## config.mk

```make
export PLATFORM = sky130hd
export DESIGN_NAME = spulse_pwm
export DESIGN_NICKNAME = d
export VERILOG_FILES = /design/src/rtl/spw_pkg.sv /design/src/rtl/spw_ctl.sv /design/src/rtl/spw_timebase.sv /design/src/rtl/spw_chan.sv /design/src/rtl/spulse_pwm.sv
export SDC_FILE = /design/constraint.sdc
export NUM_CORES = 1
export LEC_CHECK = 0
export ABC_AREA = 1
export BUFFER_PORTS_ARGS = -buffer_cell sky130_fd_sc_hd__buf_4
export CORE_MARGIN = 3
export CORE_UTILIZATION = 40
export DETAILED_ROUTE_END_ITERATION = 6
export PLACE_DENSITY = 0.66
export SLEW_MARGIN = 15
export SYNTH_ARGS = -nofsm -noshare
export SYNTH_HDL_FRONTEND = slang
export SYNTH_SLANG_ARGS = --single-unit
```

## constraint.sdc

```tcl
create_clock -name clk -period 4 [get_ports clk]
set_input_delay 0.2 -clock clk [delete_from_list [all_inputs] [get_ports clk]]
set_output_delay 0.2 -clock clk [all_outputs]
set_load 0.02 [all_outputs]
```

## src/rtl/spw_pkg.sv

```systemverilog
package spw_pkg;

    localparam int SPW_CNT_W = 15;
    localparam int SPW_NCH   = 4;

    // Timebase mode code that selects the one-shot run.
    localparam logic [1:0] MODE_ONESHOT = 2'b10;

    typedef enum logic [1:0] {
        CMD_NONE  = 2'b00,
        CMD_START = 2'b01,
        CMD_STOP  = 2'b10
    } spw_cmd_e;

    // Events the timebase hands to every channel for the current cycle.
    typedef struct packed {
        logic start;     // run begins at this edge
        logic stop;      // software abort at this edge
        logic finish;    // counter shows the period: run ends at this edge
        logic last_step; // the next counter value equals the period
        logic has_len;   // period is nonzero
    } spw_evt_t;

    function automatic logic mode_is_oneshot(input logic [1:0] mode);
        return mode == MODE_ONESHOT;
    endfunction

endpackage

```

## src/rtl/spw_ctl.sv

```systemverilog
module spw_ctl
    import spw_pkg::*;
(
    input  logic       cfg_we,
    input  logic [1:0] cfg_mode,
    input  logic       cfg_en,
    input  logic       running,
    output spw_cmd_e   cmd
);

    always_comb begin
        cmd = CMD_NONE;
        if (cfg_we) begin
            if (!cfg_en) begin
                if (running) cmd = CMD_STOP;
            end else if (!running && mode_is_oneshot(cfg_mode)) begin
                cmd = CMD_START;
            end
        end
    end

endmodule

```

## src/rtl/spw_timebase.sv

```systemverilog
module spw_timebase
    import spw_pkg::*;
#(
    parameter int CNT_W = SPW_CNT_W
) (
    input  logic             clk,
    input  logic             rst,
    input  spw_cmd_e         cmd,
    input  logic [CNT_W-1:0] period,
    output logic [CNT_W-1:0] cnt_q,
    output logic [CNT_W-1:0] cnt_inc,
    output logic             run_q,
    output logic             irq_q,
    output spw_evt_t         evt
);

    logic period_hit;

    assign cnt_inc    = cnt_q + CNT_W'(1);
    assign period_hit = run_q && (cnt_q == period);

    always_comb begin
        evt.start     = (cmd == CMD_START);
        evt.stop      = (cmd == CMD_STOP);
        evt.finish    = period_hit && (cmd != CMD_STOP);
        evt.last_step = (cnt_inc == period);
        evt.has_len   = (period != '0);
    end

    always_ff @(posedge clk) begin
        if (rst) begin
            run_q <= 1'b0;
            cnt_q <= '0;
            irq_q <= 1'b0;
        end else begin
            irq_q <= 1'b0;
            if (evt.start) begin
                run_q <= 1'b1;
                cnt_q <= '0;
            end else if (evt.stop) begin
                run_q <= 1'b0;
                cnt_q <= '0;
            end else if (evt.finish) begin
                run_q <= 1'b0;
                cnt_q <= '0;
                irq_q <= 1'b1;
            end else if (run_q) begin
                cnt_q <= cnt_inc;
            end
        end
    end

endmodule

```

## src/rtl/spw_chan.sv

```systemverilog
module spw_chan
    import spw_pkg::*;
#(
    parameter int CNT_W = SPW_CNT_W
) (
    input  logic             clk,
    input  logic             rst,
    input  spw_evt_t         evt,
    input  logic             running,
    input  logic [CNT_W-1:0] cnt_inc,
    input  logic [CNT_W-1:0] duty,
    input  logic             pin_en,
    output logic             pin_q
);

    logic duty_nz;
    logic drop_next;

    assign duty_nz   = (duty != '0);
    assign drop_next = (cnt_inc == duty) || evt.last_step;

    always_ff @(posedge clk) begin
        if (rst) begin
            pin_q <= 1'b0;
        end else if (evt.start) begin
            pin_q <= pin_en && duty_nz && evt.has_len;
        end else if (evt.stop || evt.finish) begin
            pin_q <= 1'b0;
        end else if (running && drop_next) begin
            pin_q <= 1'b0;
        end
    end

endmodule

```

## src/rtl/spulse_pwm.sv

```systemverilog
module spulse_pwm
    import spw_pkg::*;
#(
    parameter int CNT_W = SPW_CNT_W,
    parameter int NCH   = SPW_NCH
) (
    input  logic                 clk,
    input  logic                 rst,
    input  logic                 cfg_we,
    input  logic [1:0]           cfg_mode,
    input  logic                 cfg_en,
    input  logic [CNT_W-1:0]     period_i,
    input  logic [NCH*CNT_W-1:0] duty_i,
    input  logic [NCH-1:0]       pin_en_i,
    output logic [NCH-1:0]       pwm_o,
    output logic                 irq_o,
    output logic                 run_o,
    output logic [CNT_W-1:0]     count_o
);

    spw_cmd_e         cmd;
    spw_evt_t         evt;
    logic             run_q;
    logic             irq_q;
    logic [CNT_W-1:0] cnt_q;
    logic [CNT_W-1:0] cnt_inc;
    logic [NCH-1:0]   pin_q;

    spw_ctl u_ctl (
        .cfg_we   (cfg_we),
        .cfg_mode (cfg_mode),
        .cfg_en   (cfg_en),
        .running  (run_q),
        .cmd      (cmd)
    );

    spw_timebase #(.CNT_W(CNT_W)) u_tb (
        .clk     (clk),
        .rst     (rst),
        .cmd     (cmd),
        .period  (period_i),
        .cnt_q   (cnt_q),
        .cnt_inc (cnt_inc),
        .run_q   (run_q),
        .irq_q   (irq_q),
        .evt     (evt)
    );

    for (genvar gi = 0; gi < NCH; gi++) begin : g_chan
        spw_chan #(.CNT_W(CNT_W)) u_chan (
            .clk     (clk),
            .rst     (rst),
            .evt     (evt),
            .running (run_q),
            .cnt_inc (cnt_inc),
            .duty    (duty_i[gi*CNT_W +: CNT_W]),
            .pin_en  (pin_en_i[gi]),
            .pin_q   (pin_q[gi])
        );
    end

    assign pwm_o   = pin_q;
    assign irq_o   = irq_q;
    assign run_o   = run_q;
    assign count_o = cnt_q;

endmodule

```

# After elaboration in Yosys (flattened, before gate mapping)
# Cells that the tools add are included.
[totals]
register_bits = 21
input_bits = 85
output_inout_bits = 21
word_cells = 71
[op_classes]
add_sub_neg = 1
n_eq_ne = 10
n_mux = 20
reduce_logical = 33
[ops]
columns = ["operator", "count"]
rows = [
  ["== test 15 bit", 6],
  ["nonzero test 15 bit", 5],
  ["two-way mux 1 bit", 17],
  ["adder 15 x 1 -> 15 bit (second input constant)", 1],
  ["logical AND 1 bit", 15],
  ["nonzero test 3 bit", 5],
  ["two-way mux 2 bit", 3],
  ["logical OR 1 bit", 5],
  ["== test 2 bit (second input constant)", 2],
  ["OR reduction 4 bit", 1],
  ["OR reduction 3 bit", 1],
  ["== test 2 x 1 -> 1 bit (second input constant)", 1],
  ["inequality test 2 bit (second input constant)", 1],
  ["logical NOT 1 bit", 1],
]

# Logic depth before layout (Yosys ltp)
# Gate-level depths: netlist of the first run.
[depth]
ltp_word = 10
mapped_depth = 17
ltp_nobuf = 16

# Modules after synthesis
# Synthesis of the first run repeated with hierarchy kept, for this count alone.
[hier_totals]
cells_unflattened = 675
hier_area_um2 = 3275.6
[modules_own_cells]
columns = ["mod", "instances", "cells_per_inst", "area_each_um2", "seq_area_each_um2"]
rows = [
  ["spw_timebase", 1, 284, 1641.6, 340.3],
  ["spw_chan", 4, 96, 401.6, 20.0],
  ["spw_ctl", 1, 7, 27.5, 0.0],
]

# Worst setup path before layout of the first run
# OpenSTA, ideal clock, no wires.
[synth_path]
path_kind = "flip-flop to flip-flop"
start = "register u_tb.cnt_q[1]"
end = "register g_chan[1].u_chan.pin_q"
setup_time_ns = 0.116
arrival_ns = 1.973
required_ns = 3.884
path_slack_ns = 1.911
path_stages_with_launch = 15
path_buffers = 0
synth_period_minus_slack_ns = 2.089
path_cell_list = "dfxtp_1 ha_1 nand2_2 nor2_8 nand4_4 nor2_1 nand2_1 nand2_2 nand2_1 nand2_1 nand3_2 nand2_1 nand2_1 nand2_1 a21oi_1"
[synth_via]
elab_chain_cells = 6
word_cells_on_any_way = 12
cone_classes = "add/sub: 1; eq/ne: 3; mux: 2; reduce/logical: 6"
[synth_lines]
columns = ["element", "line", "source"]
rows = [
  ["start, declared", "spw_timebase.sv:10", "output logic [CNT_W-1:0] cnt_q,"],
  ["start signal, assigned", "spw_timebase.sv:48", "cnt_q <= cnt_inc;"],
  ["branches (longest 6 deep; another with adder 15 x 1 -> 15 bit)", "--", ""],
  ["end signal, assigned", "spw_chan.sv:26", "pin_q <= pin_en && duty_nz && evt.has_len;"],
  ["end, declared", "spw_chan.sv:13", "output logic pin_q"],
]
# Several ways; the timed one is not identified.
# A chain may end at the register's enable or synchronous reset.

# Final worst setup path of the first run
[layout_path]
start = "register u_tb.cnt_q[0]"
end = "register g_chan[0].u_chan.pin_q"
[layout_via]
elab_chain_cells = 6
word_cells_on_any_way = 12
cone_classes = "add/sub: 1; eq/ne: 3; mux: 2; reduce/logical: 6"
[layout_lines]
columns = ["element", "line"]
rows = [
  ["branches (longest 6 deep; another with adder 15 x 1 -> 15 bit)", "--"],
  ["end signal, assigned", "spw_chan.sv:26"],
  ["end, declared", "spw_chan.sv:13"],
]
# Several ways; the timed one is not identified.

==> reports/results.ini, run 1 <==
[status]
status = finished, final reports clean

[finish]
drive_gt1_share_pct = 20.1
final_util_pct = 54.6
syn2layout_area_growth_pct = 27.7
fin_nets = 786
n_antenna_cell = 0
fillers = 784

[setup_path]
path_cells = ha_1 > nand2_2 > nor2_4 > nand2_1 > nand2_1 > nand2_2 > nand2_1 > nand2_1 > nor2_1 > nand2_1 > nor2_1 > nand3_1 > nand2_1 > nand2_1 > nand2_1 > a21oi_1
start_kind = flip-flop
cp_top_family = simple AND/OR/NAND/NOR gates
r2r_end = g_chan[0].u_chan.pin_q$_SDFFE_PP0P_
endpoint_kind = flip-flop
criticalPathCategory = flip-flop to flip-flop
crit_fanout = 10
startpoint = u_tb.cnt_q[0]$_SDFFE_PP0P_
crit_top_cell = nand2_1
worstReg2RegStart = u_tb.cnt_q[0]$_SDFFE_PP0P_
reg2reg_depth = 16
critPathRequiredTime_ns = 4.17
max_stage_delay_ns = 0.64
cp.arrival_ns = 2.82
worst-path-stages = 16
crit_end = g_chan[0].u_chan.pin_q$_SDFFE_PP0P_
slowest_stage = dfxtp_1
ff2ff_setup_slack_ns = 1.36
crit_buf_inv = 0

[logic_synthesis]
synth_most_common_cell = nand2_1
synthTopCellsByCount = nand2_1, inv_1, nand3_1, nor2_1, dfxtp_1
synth.distinct_cells = 35
synth_edf_count = 0
yosys_warnings = 0
yosysTopAreaCell = nand2_1
syn_inst = 599
syn_nets = 687
ys_seq_area_share_pct = 13.1
mappedNetlistArea_um2 = 3200
ys_ff_latch = 21
synth_area_per_cell_um2 = 5.34
synth_top_area_share_pct = 27.0
synth_ff_type = dfxtp_1
async_reset_ff_share_pct = 0
ys_top_cells_by_area = nand2_1, dfxtp_1, inv_1

[global_routing]
grt_pass1_vias = 3809
track_usage_pct = 28.5
grt_max_degree = 21
grt_pass1_wl_um = 19700
antenna_found_initial = 0
overflow = 0

[detailed_routing]
vias_per_cell = 5.27
wl_per_cell_um = 16.3
num_vias = 4192
wirelength_um = 12900
drc = 0
ant_nets = 0
dr.pass1.iters = 5
drt_iter0_drc = 287

[sta]
timing.fmax_mhz = 378
tightest_slew_ns = 0.807
skew_ns = 0.00481
maxSlewHeadroom_pct = 46.0
rsz0062_at_grt = no
finalSetupTns_ns = 0
finalSetupViolCount = 0
finalCritPeriodShare_pct = 66.1
fin_crit_ns = 2.64
setup_slack_ns = 1.36
slew_viol_final = 0
finalHoldViolations = 0

[clock_tree]
insertion_delay_ns = 0.27
cts_max_level = 1
clock-sinks = 21
cts_tree = done
cts_made_buffers = 3
clk_path_buf_depth = 2
clkSlewWorstSetupHoldPaths_ns = 0.09
ctsRootBufferMaster = clkbuf_8
ctsHoldBuffers = 0
cts_resized = 0
post_cts_buffers = 0

[power]
vdd.ir_drop.worst_uv = 157
p_leak_uw = 0.00223
power_density_nw_per_um2 = 160

[floorplan]
die_x_um = 95.4
fp.dieArea_um2 = 9100
coreArea_um2 = 7490
rows = 31
dieHeight_um = 95.4
ioPinCount = 106
initial_core_util_pct = 42.7

[worst_hold_path]
hold_class = input port to flip-flop

[placed_design]
post-dp-hpwl_um = 10800
pre_cts_slack_ns = 1.41
gp_congestion = 0.985
numPortBuffers = 105

[run]
cap_violations = 0

[metal layers]
metal,part of all wire [%],vias to the layer above,routed length (um),track usage [%]
met5,0,-,0,0
met1,46,1846,6000,41.6
met4,2.0,0,259,8.18
li1,-,2108,-,-
met2,42,220,5480,44.3
met3,9.4,18,1210,2.84
[worst min path at each step]
stage | startpoint | cells past startpoint | end | slack [ns]
after floorplan | rst | 1 | g_chan[0].u_chan.pin_q$_SDFFE_PP0P_ | 0.27
after global placement | rst | 2 | g_chan[3].u_chan.pin_q$_SDFFE_PP0P_ | 0.43
after detailed placement | rst | 2 | g_chan[2].u_chan.pin_q$_SDFFE_PP0P_ | 0.43
after CTS | rst | 2 | g_chan[0].u_chan.pin_q$_SDFFE_PP0P_ | 0.14
after global routing | rst | 2 | g_chan[2].u_chan.pin_q$_SDFFE_PP0P_ | 0.15
final | rst | 2 | g_chan[0].u_chan.pin_q$_SDFFE_PP0P_ | 0.14
[power breakdown]
part	internal, uW	leakage (uW)	switching (uW)
sequential	215	0.000170	14.1
combinational	123	0.00204	148
clock	71.3	0.0000228	81.1
[state kept, by name (all words and copies together) (netlist names)]
signal,count
u_tb.cnt_q,15
u_tb.run_q,1
g_chan.u_chan.pin_q,4
u_tb.irq_q,1
[area by class of cell]
type                            count  area [um2]  area share, %
Clock buffer                        4        45.0           1.10
Inverter                           85         319           7.81
Multi-Input combinational cell    480        2370           58.1
Sequential cell                    21         420           10.3
Tap cell                           99         124           3.03
Timing Repair Buffer              107         803           19.7
[worst register-to-register path: cells and delay by family (launching register included)]
| kind | cells | cell delay [ns] |
|---|---|---|
| compound gates | 1 | 0.05 |
| fa+ha+maj | 1 | 0.31 |
| flops | 1 | 0.64 |
| simple gates | 14 | 1.52 |
[stage by stage]
stage	total power, uW	cells	hold slack, ns	instance area, um2
after floorplan	367	599	0.269	3200
after global placement	499	792	0.431	4040
after detailed placement	501	792	0.434	4040
after CTS	653	796	0.140	4090
after global routing	694	796	0.146	4090
final	652	796	0.144	4090
[kinds of logic (layout without fill, tap and decap cells)]
logic type / count (synthesis) / count (layout) / synth area share, %
compound gates: 33 / 33 / 5.87
xor+xnor: 18 / 18 / 5.79
fa+ha+maj: 3 / 3 / 1.17
buf+inv: 98 / 196 / 12.6
flops: 21 / 21 / 13.1
simple gates: 426 / 426 / 61.4
[layout by cell type, fill, tap and decap left out, types with 10 or more instances in the layout]
cell type and count:
nand2_1 230, buf_4 107, inv_1 83, nand3_1 60, nor2_1 59, dfxtp_1 21
nor4_1 18, nand2_2 15, nand4_1 14, o21ai_0 14, nand3b_1 11, a21oi_1 10
(Power assumes the default switching activity.)
==> inputs of run 2 (changes only) <==
--- a/config.mk
+++ b/config.mk
@@ -10,7 +10,7 @@
 export CORE_MARGIN = 3
 export CORE_UTILIZATION = 40
 export DETAILED_ROUTE_END_ITERATION = 6
-export PLACE_DENSITY = 0.66
+export PLACE_DENSITY = 0.68
 export SLEW_MARGIN = 15
 export SYNTH_ARGS = -nofsm -noshare
 export SYNTH_HDL_FRONTEND = slang
==> constraint.sdc (replaced) <==
create_clock -name clk -period 2.4 [get_ports clk]
set_input_delay 0.12 -clock clk [delete_from_list [all_inputs] [get_ports clk]]
set_output_delay 0.12 -clock clk [all_outputs]
set_load 0.02 [all_outputs]
==> reports/results.ini, run 2 (same netlist as run 1, synthesis figures left out) <==
[status]
status = finished, final reports clean  ; unchanged

[placed_design]
numPortBuffers = 105  ; unchanged
gp_congestion = 0.986  ; was 0.985
post-dp-hpwl_um = 11000  ; was 10800 um
place_inst = 805  ; was 792
pre_cts_slack_ns = 0.0454  ; was 1.41 ns

[power]
power_density_nw_per_um2 = 259  ; was 160 nW/um2
intPower_uw = 690  ; was 409 uW
power_frac_comb_pct = 43.3  ; was 41.5%
switching_share_pct = 37.0  ; was 37.2%
vdd.ir_drop.worst_uv = 254  ; was 157 uV
clockPowerShare_pct = 22.6  ; was 23.4%
seqPwrFrac_pct = 34.0  ; was 35.2%
p_leak_uw = 0.00231  ; was 0.00223 uW
power.switching_uw = 406  ; was 243 uW

[global_routing]
overflow = 0  ; unchanged
grt_pass1_wl_um = 19700  ; about the same
grt_max_degree = 18  ; was 21
grt_pass1_vias = 3896  ; was 3809
track_usage_pct = 28.2  ; was 28.5%
antenna_found_initial = 0  ; unchanged

[detailed_routing]
vias_per_cell = 5.31  ; was 5.27
num_vias = 4309  ; was 4192
wl_per_cell_um = 15.9  ; was 16.3 um
wirelength_um = 12900  ; about the same
ant_nets = 0  ; unchanged
dr.pass1.iters = 7  ; was 5
drc = 0  ; unchanged
drt_iter0_drc = 309  ; was 287

[clock_tree]
clock-sinks = 21  ; unchanged
cts_tree = done  ; unchanged
insertion_delay_ns = 0.27  ; about the same
cts_max_level = 1  ; unchanged
clk_path_buf_depth = 2  ; unchanged
clkSlewWorstSetupHoldPaths_ns = 0.08  ; was 0.09 ns
ctsRootBufferMaster = clkbuf_8  ; unchanged
cts_made_buffers = 3  ; unchanged

[sta]
fin_crit_ns = 2.27  ; was 2.64 ns
slew_viol_final = 0  ; unchanged
maxSlewHeadroom_pct = 69.5  ; was 46.0%
finalHoldViolations = 0  ; unchanged
whs_ns = 0.0691  ; was 0.144 ns
tightest_slew_ns = 0.453  ; was 0.807 ns
timing.fmax_mhz = 441  ; was 378 MHz
setup_slack_ns = 0.133  ; was 1.36 ns
finalCritPeriodShare_pct = 94.4  ; was 66.1%
skew_ns = 0.00263  ; was 0.00481 ns
finalSetupViolCount = 0  ; unchanged

[setup_path]
r2r_end = g_chan[0].u_chan.pin_q$_SDFFE_PP0P_  ; unchanged
cp.arrival_ns = 2.43  ; was 2.82 ns
start_kind = flip-flop  ; unchanged
worstReg2RegStart = u_tb.cnt_q[1]$_SDFFE_PP0P_  ; was u_tb.cnt_q[0]$_SDFFE_PP0P_
criticalPathCategory = flip-flop to flip-flop  ; unchanged
critPathRequiredTime_ns = 2.57  ; was 4.17 ns
crit_fanout = 8  ; was 10
reg2reg_depth = 14  ; was 16
crit_top_cell = nand2_1  ; unchanged
ff2ff_setup_slack_ns = 0.13  ; was 1.36 ns
path_cells = ha_2 > nand2_2 > nor2_8 > nand4_4 > nor2_2 > nand2_1 > nand2_2 > nand2_1 > nand2_1 > nand3_1 > nand2_1 > nand2_1 > nand2_1 > a21oi_1  ; was ha_1 > nand2_2 > nor2_4 > nand2_1 > nand2_1 > nand2_2 > nand2_1 > nand2_1 > nor2_1 > nand2_1 > nor2_1 > nand3_1 > nand2_1 > nand2_1 > nand2_1 > a21oi_1
slowest_stage = dfxtp_4  ; was dfxtp_1
max_stage_delay_ns = 0.39  ; was 0.64 ns
endpoint_kind = flip-flop  ; unchanged

[floorplan]
die_x_um = 95.4  ; unchanged
dieHeight_um = 95.4  ; unchanged
fp.dieArea_um2 = 9100  ; unchanged
ioPinCount = 106  ; unchanged
rows = 31  ; unchanged
initial_core_util_pct = 42.7  ; unchanged
coreArea_um2 = 7490  ; unchanged

[worst_hold_path]
hold_class = input port to flip-flop  ; unchanged
min_delay_path_depth = 2  ; unchanged
min_to = g_chan[2].u_chan.pin_q$_SDFFE_PP0P_  ; was g_chan[0].u_chan.pin_q$_SDFFE_PP0P_
hp-start = rst  ; unchanged

[finish]
largestRegisters = u_tb.cnt_q: 15 flops, g_chan.u_chan.pin_q: 4 flops  ; unchanged
largest_reg_flops = 15  ; unchanged
fin_nets = 801  ; was 786
layout_commonest_cell = nand2_1  ; unchanged
syn2layout_area_growth_pct = 32.1  ; was 27.7%
n_antenna_cell = 0  ; unchanged
fillers = 788  ; was 784
drive_gt1_share_pct = 22.9  ; was 20.1%
final-seq-area_um2 = 425  ; was 420 um2
multi_input_area_um2 = 2400  ; was 2370 um2
largest-register = u_tb.cnt_q  ; unchanged
final_cell_mix = nand2_1, buf_4, inv_1  ; unchanged
fin_cells = 811  ; was 796

[run]
cap_violations = 0  ; unchanged

==> run 2: cell count changes in the layout (fill, tap and decap cells not counted), moves of 2 or more <==
cell | before | now
dfxtp_1 | 21 | 19
nand2_1 | 230 | 227
nand2_2 | 15 | 18
buf_4 | 107 | 122
==> run 2: how the worst max path moves through the flow <==
| stage | start | end | cells after the start |
|---|---|---|---|
| after detailed placement | u_tb.cnt_q[1]$_SDFFE_PP0P_ | g_chan[2].u_chan.pin_q$_SDFFE_PP0P_ | 16 |
| after global routing | u_tb.cnt_q[1]$_SDFFE_PP0P_ | g_chan[3].u_chan.pin_q$_SDFFE_PP0P_ | 14 |
| after CTS | u_tb.cnt_q[1]$_SDFFE_PP0P_ | g_chan[2].u_chan.pin_q$_SDFFE_PP0P_ | 16 |
| final | u_tb.cnt_q[1]$_SDFFE_PP0P_ | g_chan[0].u_chan.pin_q$_SDFFE_PP0P_ | 14 |
| after floorplan | u_tb.cnt_q[1]$_SDFFE_PP0P_ | g_chan[1].u_chan.pin_q$_SDFFE_PP0P_ | 14 |
| after global placement | u_tb.cnt_q[1]$_SDFFE_PP0P_ | g_chan[2].u_chan.pin_q$_SDFFE_PP0P_ | 16 |
==> run 2: power groups by stage <==
stage               Combinational [uW]  Clock [uW]  Sequential [uW]
global route                       519         266              375
floorplan                          222           0              390
global placement                   460           0              382
detailed placement                 465           0              382
CTS                                467         248              374
finish                             475         248              373
==> run 2: area by class of cell <==
cell class	instances	area share [%]
inverter	85	7.55
sequential	21	10.1
timing repair buffer	122	21.7
tap	99	2.93
clock buffer	4	1.07
multi-input combinational	480	56.7
==> run 2: what timing repair did <==
item,4_1_cts,5_1_grt
hold buffers,0,0
hold endpoints to repair,0,0
resized for setup,0,10
buffers inserted,0,2
endpoints found under the setup margin,0,4
==> run 2: metal layers <==
metal,vias to the layer above,part of all wire (%),track usage [%]
met5,-,0,0
met4,0,2.2,7.70
met3,23,9.7,2.76
met2,238,43,45.4
met1,1911,45,40.1
li1,2137,-,-
==> run 2: worst max-delay path, delay by kind of cell (launching register included) <==
kind                     cells  cell delay [ns]
AO/OA/AOI/OAI                1             0.05
adder cells (fa/ha/maj)      1             0.22
flip-flops                   1             0.39
AND/OR/NAND/NOR             12             1.51
==> run 2: through the flow <==
step           area [um2]  setup TNS [ns]  total power, uW  util [%]
4_1_cts              4180               0             1090      55.9
3_5_place_dp         4140               0              847      55.3
2_1_floorplan        3200               0              612         -
6_report             4230               0             1100      56.4
5_1_grt              4230         -0.0233             1160      56.4
3_3_place_gp         4140               0              842      55.3
==> inputs of run 3 (changes only) <==
--- a/config.mk
+++ b/config.mk
@@ -11,6 +11,7 @@
 export CORE_UTILIZATION = 40
 export DETAILED_ROUTE_END_ITERATION = 6
 export PLACE_DENSITY = 0.68
+export SETUP_SLACK_MARGIN = 0.3
 export SLEW_MARGIN = 15
 export SYNTH_ARGS = -nofsm -noshare
 export SYNTH_HDL_FRONTEND = slang
==> reports/results.ini, run 3 (same netlist as run 1, synthesis figures left out) <==
[detailed_routing]
drt_iter0_drc = 360  ; was 309
drc = 0  ; unchanged
num_vias = 4412  ; was 4309
wl_per_cell_um = 16.3  ; was 15.9 um
ant_nets = 0  ; unchanged
dr.pass1.iters = 5  ; was 7
vias_per_cell = 5.36  ; was 5.31
wirelength_um = 13400  ; was 12900 um

[finish]
drive_gt1_share_pct = 30.0  ; was 22.9%
layout_commonest_cell = nand2_1  ; unchanged
fin_area_um2 = 4540  ; was 4230 um2
final_util_pct = 60.6  ; was 56.4%
final_cell_mix = nand2_1, buf_4, inv_1  ; unchanged
fin_nets = 813  ; was 801
largest_reg_flops = 15  ; unchanged
n_antenna_cell = 0  ; unchanged
largest-register = u_tb.cnt_q  ; unchanged
syn2layout_area_growth_pct = 41.9  ; was 32.1%
largestRegisters = u_tb.cnt_q: 15 flops, g_chan.u_chan.pin_q: 4 flops  ; unchanged

[sta]
maxSlewHeadroom_pct = 69.0  ; was 69.5%
fin_crit_ns = 2.05  ; was 2.27 ns
whs_ns = 0.0673  ; was 0.0691 ns
finalHoldViolations = 0  ; unchanged
slew_viol_final = 0  ; unchanged
tightest_slew_ns = 0.460  ; was 0.453 ns
setup_slack_ns = 0.346  ; was 0.133 ns
skew_ns = 0.00284  ; was 0.00263 ns
finalSetupViolCount = 0  ; unchanged
finalSetupTns_ns = 0  ; unchanged
timing.fmax_mhz = 487  ; was 441 MHz
rsz0062_at_grt = yes
finalCritPeriodShare_pct = 85.6  ; was 94.4%

[clock_tree]
clock-sinks = 21  ; unchanged
cts_tree = done  ; unchanged
ctsHoldBuffers = 0  ; unchanged
clkSlewWorstSetupHoldPaths_ns = 0.08  ; about the same
insertion_delay_ns = 0.26  ; was 0.27 ns
cts_max_level = 1  ; unchanged
cts_made_buffers = 3  ; unchanged
ctsRootBufferMaster = clkbuf_8  ; unchanged
clk_path_buf_depth = 2  ; unchanged

[floorplan]
die_x_um = 95.4  ; unchanged
initial_core_util_pct = 42.7  ; unchanged
fp.dieArea_um2 = 9100  ; unchanged
dieHeight_um = 95.4  ; unchanged
coreArea_um2 = 7490  ; unchanged
ioPinCount = 106  ; unchanged
rows = 31  ; unchanged

[setup_path]
criticalPathCategory = flip-flop to flip-flop  ; unchanged
start_kind = flip-flop  ; unchanged
ff2ff_setup_slack_ns = 0.35  ; was 0.13 ns
crit_fanout = 7  ; was 8
crit_top_cell = nand2_1  ; unchanged
endpoint_kind = flip-flop  ; unchanged
slowest_stage = dfxtp_4  ; unchanged
cp.arrival_ns = 2.22  ; was 2.43 ns
path_cells = ha_4 > nand2_8 > nor2_8 > nand4_4 > nor2_4 > nand2_2 > nand2_4 > nand2_1 > nand2_2 > nand3_2 > nand2_1 > nand2_1 > nand2_1 > a21oi_2  ; was ha_2 > nand2_2 > nor2_8 > nand4_4 > nor2_2 > nand2_1 > nand2_2 > nand2_1 > nand2_1 > nand3_1 > nand2_1 > nand2_1 > nand2_1 > a21oi_1
critPathRequiredTime_ns = 2.57  ; about the same
max_stage_delay_ns = 0.38  ; was 0.39 ns

[placed_design]
numPortBuffers = 105  ; unchanged
pre_cts_slack_ns = 0.0454  ; unchanged
post-dp-hpwl_um = 11000  ; unchanged
place_area_um2 = 4140  ; unchanged
gp_congestion = 0.986  ; unchanged

[status]
status = finished, final reports clean  ; unchanged

[run]
cap_violations = 0  ; unchanged

[power]
vdd.ir_drop.worst_uv = 223  ; was 254 uV
power_density_nw_per_um2 = 247  ; was 259 nW/um2
p_leak_uw = 0.00240  ; was 0.00231 uW

[global_routing]
track_usage_pct = 28.5  ; was 28.2%
antenna_found_initial = 0  ; unchanged
overflow = 0  ; unchanged
grt_max_degree = 18  ; unchanged
grt_pass1_wl_um = 19800  ; was 19700 um
grt_pass1_vias = 3915  ; was 3896

[worst_hold_path]
hold_class = input port to flip-flop  ; unchanged

==> run 3: cell types whose count changed in the layout (fill, tap and decap cells not counted), sizes merged <==
cell | before | now
buf | 122 | 133
clkbuf | 4 | 5
==> run 3: path summary, 6_finish.rpt <==
path | from | endpoint | cells past startpoint
setup / recovery | u_tb.cnt_q[1]$_SDFFE_PP0P_ | g_chan[3].u_chan.pin_q$_SDFFE_PP0P_ | 14
hold reg to reg | g_chan[1].u_chan.pin_q$_SDFFE_PP0P_ | g_chan[1].u_chan.pin_q$_SDFFE_PP0P_ | 4
setup reg to reg | u_tb.cnt_q[1]$_SDFFE_PP0P_ | g_chan[3].u_chan.pin_q$_SDFFE_PP0P_ | 14
hold / removal | rst | g_chan[3].u_chan.pin_q$_SDFFE_PP0P_ | 2
==> run 3: per-stage QoR <==
step	instances	total power, uW
2_1_floorplan	599	612
3_3_place_gp	805	842
3_5_place_dp	805	847
4_1_cts	810	1090
5_1_grt	823	1190
6_report	823	1120
==> run 3: routing by layer <==
layer	routed length [um]	global-route usage, %	vias up
met4	375	7.70	0
li1	-	-	2166
met3	1250	2.76	30
met2	5820	46.0	229
met1	5970	40.3	1987
met5	0	0	-
==> run 3: what timing repair did <==
| item | CTS | global route |
|---|---|---|
| gates resized for setup | 14 | 58 |
| setup buffers | 1 | 12 |
| gates cloned | 0 | 1 |
| pin swaps | 3 | 24 |
| endpoints found under the setup margin | 4 | 19 |
==> run 3: layout make-up <==
type,count,area (um2)
flip-flops and latches,21,438
fillers,738,2950
well taps,99,124
multi-input cells,480,2590
clock buffers,4,45.0
inverters,85,322
repair buffers,134,1020
==> run 3: where the power goes <==
group          switching, uW  internal (uW)  leakage, uW
Combinational            276            230      0.00220
Sequential              16.5            357     0.000175
Clock                    126            119    0.0000228
==> run 3: critical path: cells and delay by family (launching register included) <==
family	cells	cell delay [ns]
flops	1	0.38
simple gates	12	1.32
fa+ha+maj	1	0.18
compound gates	1	0.05
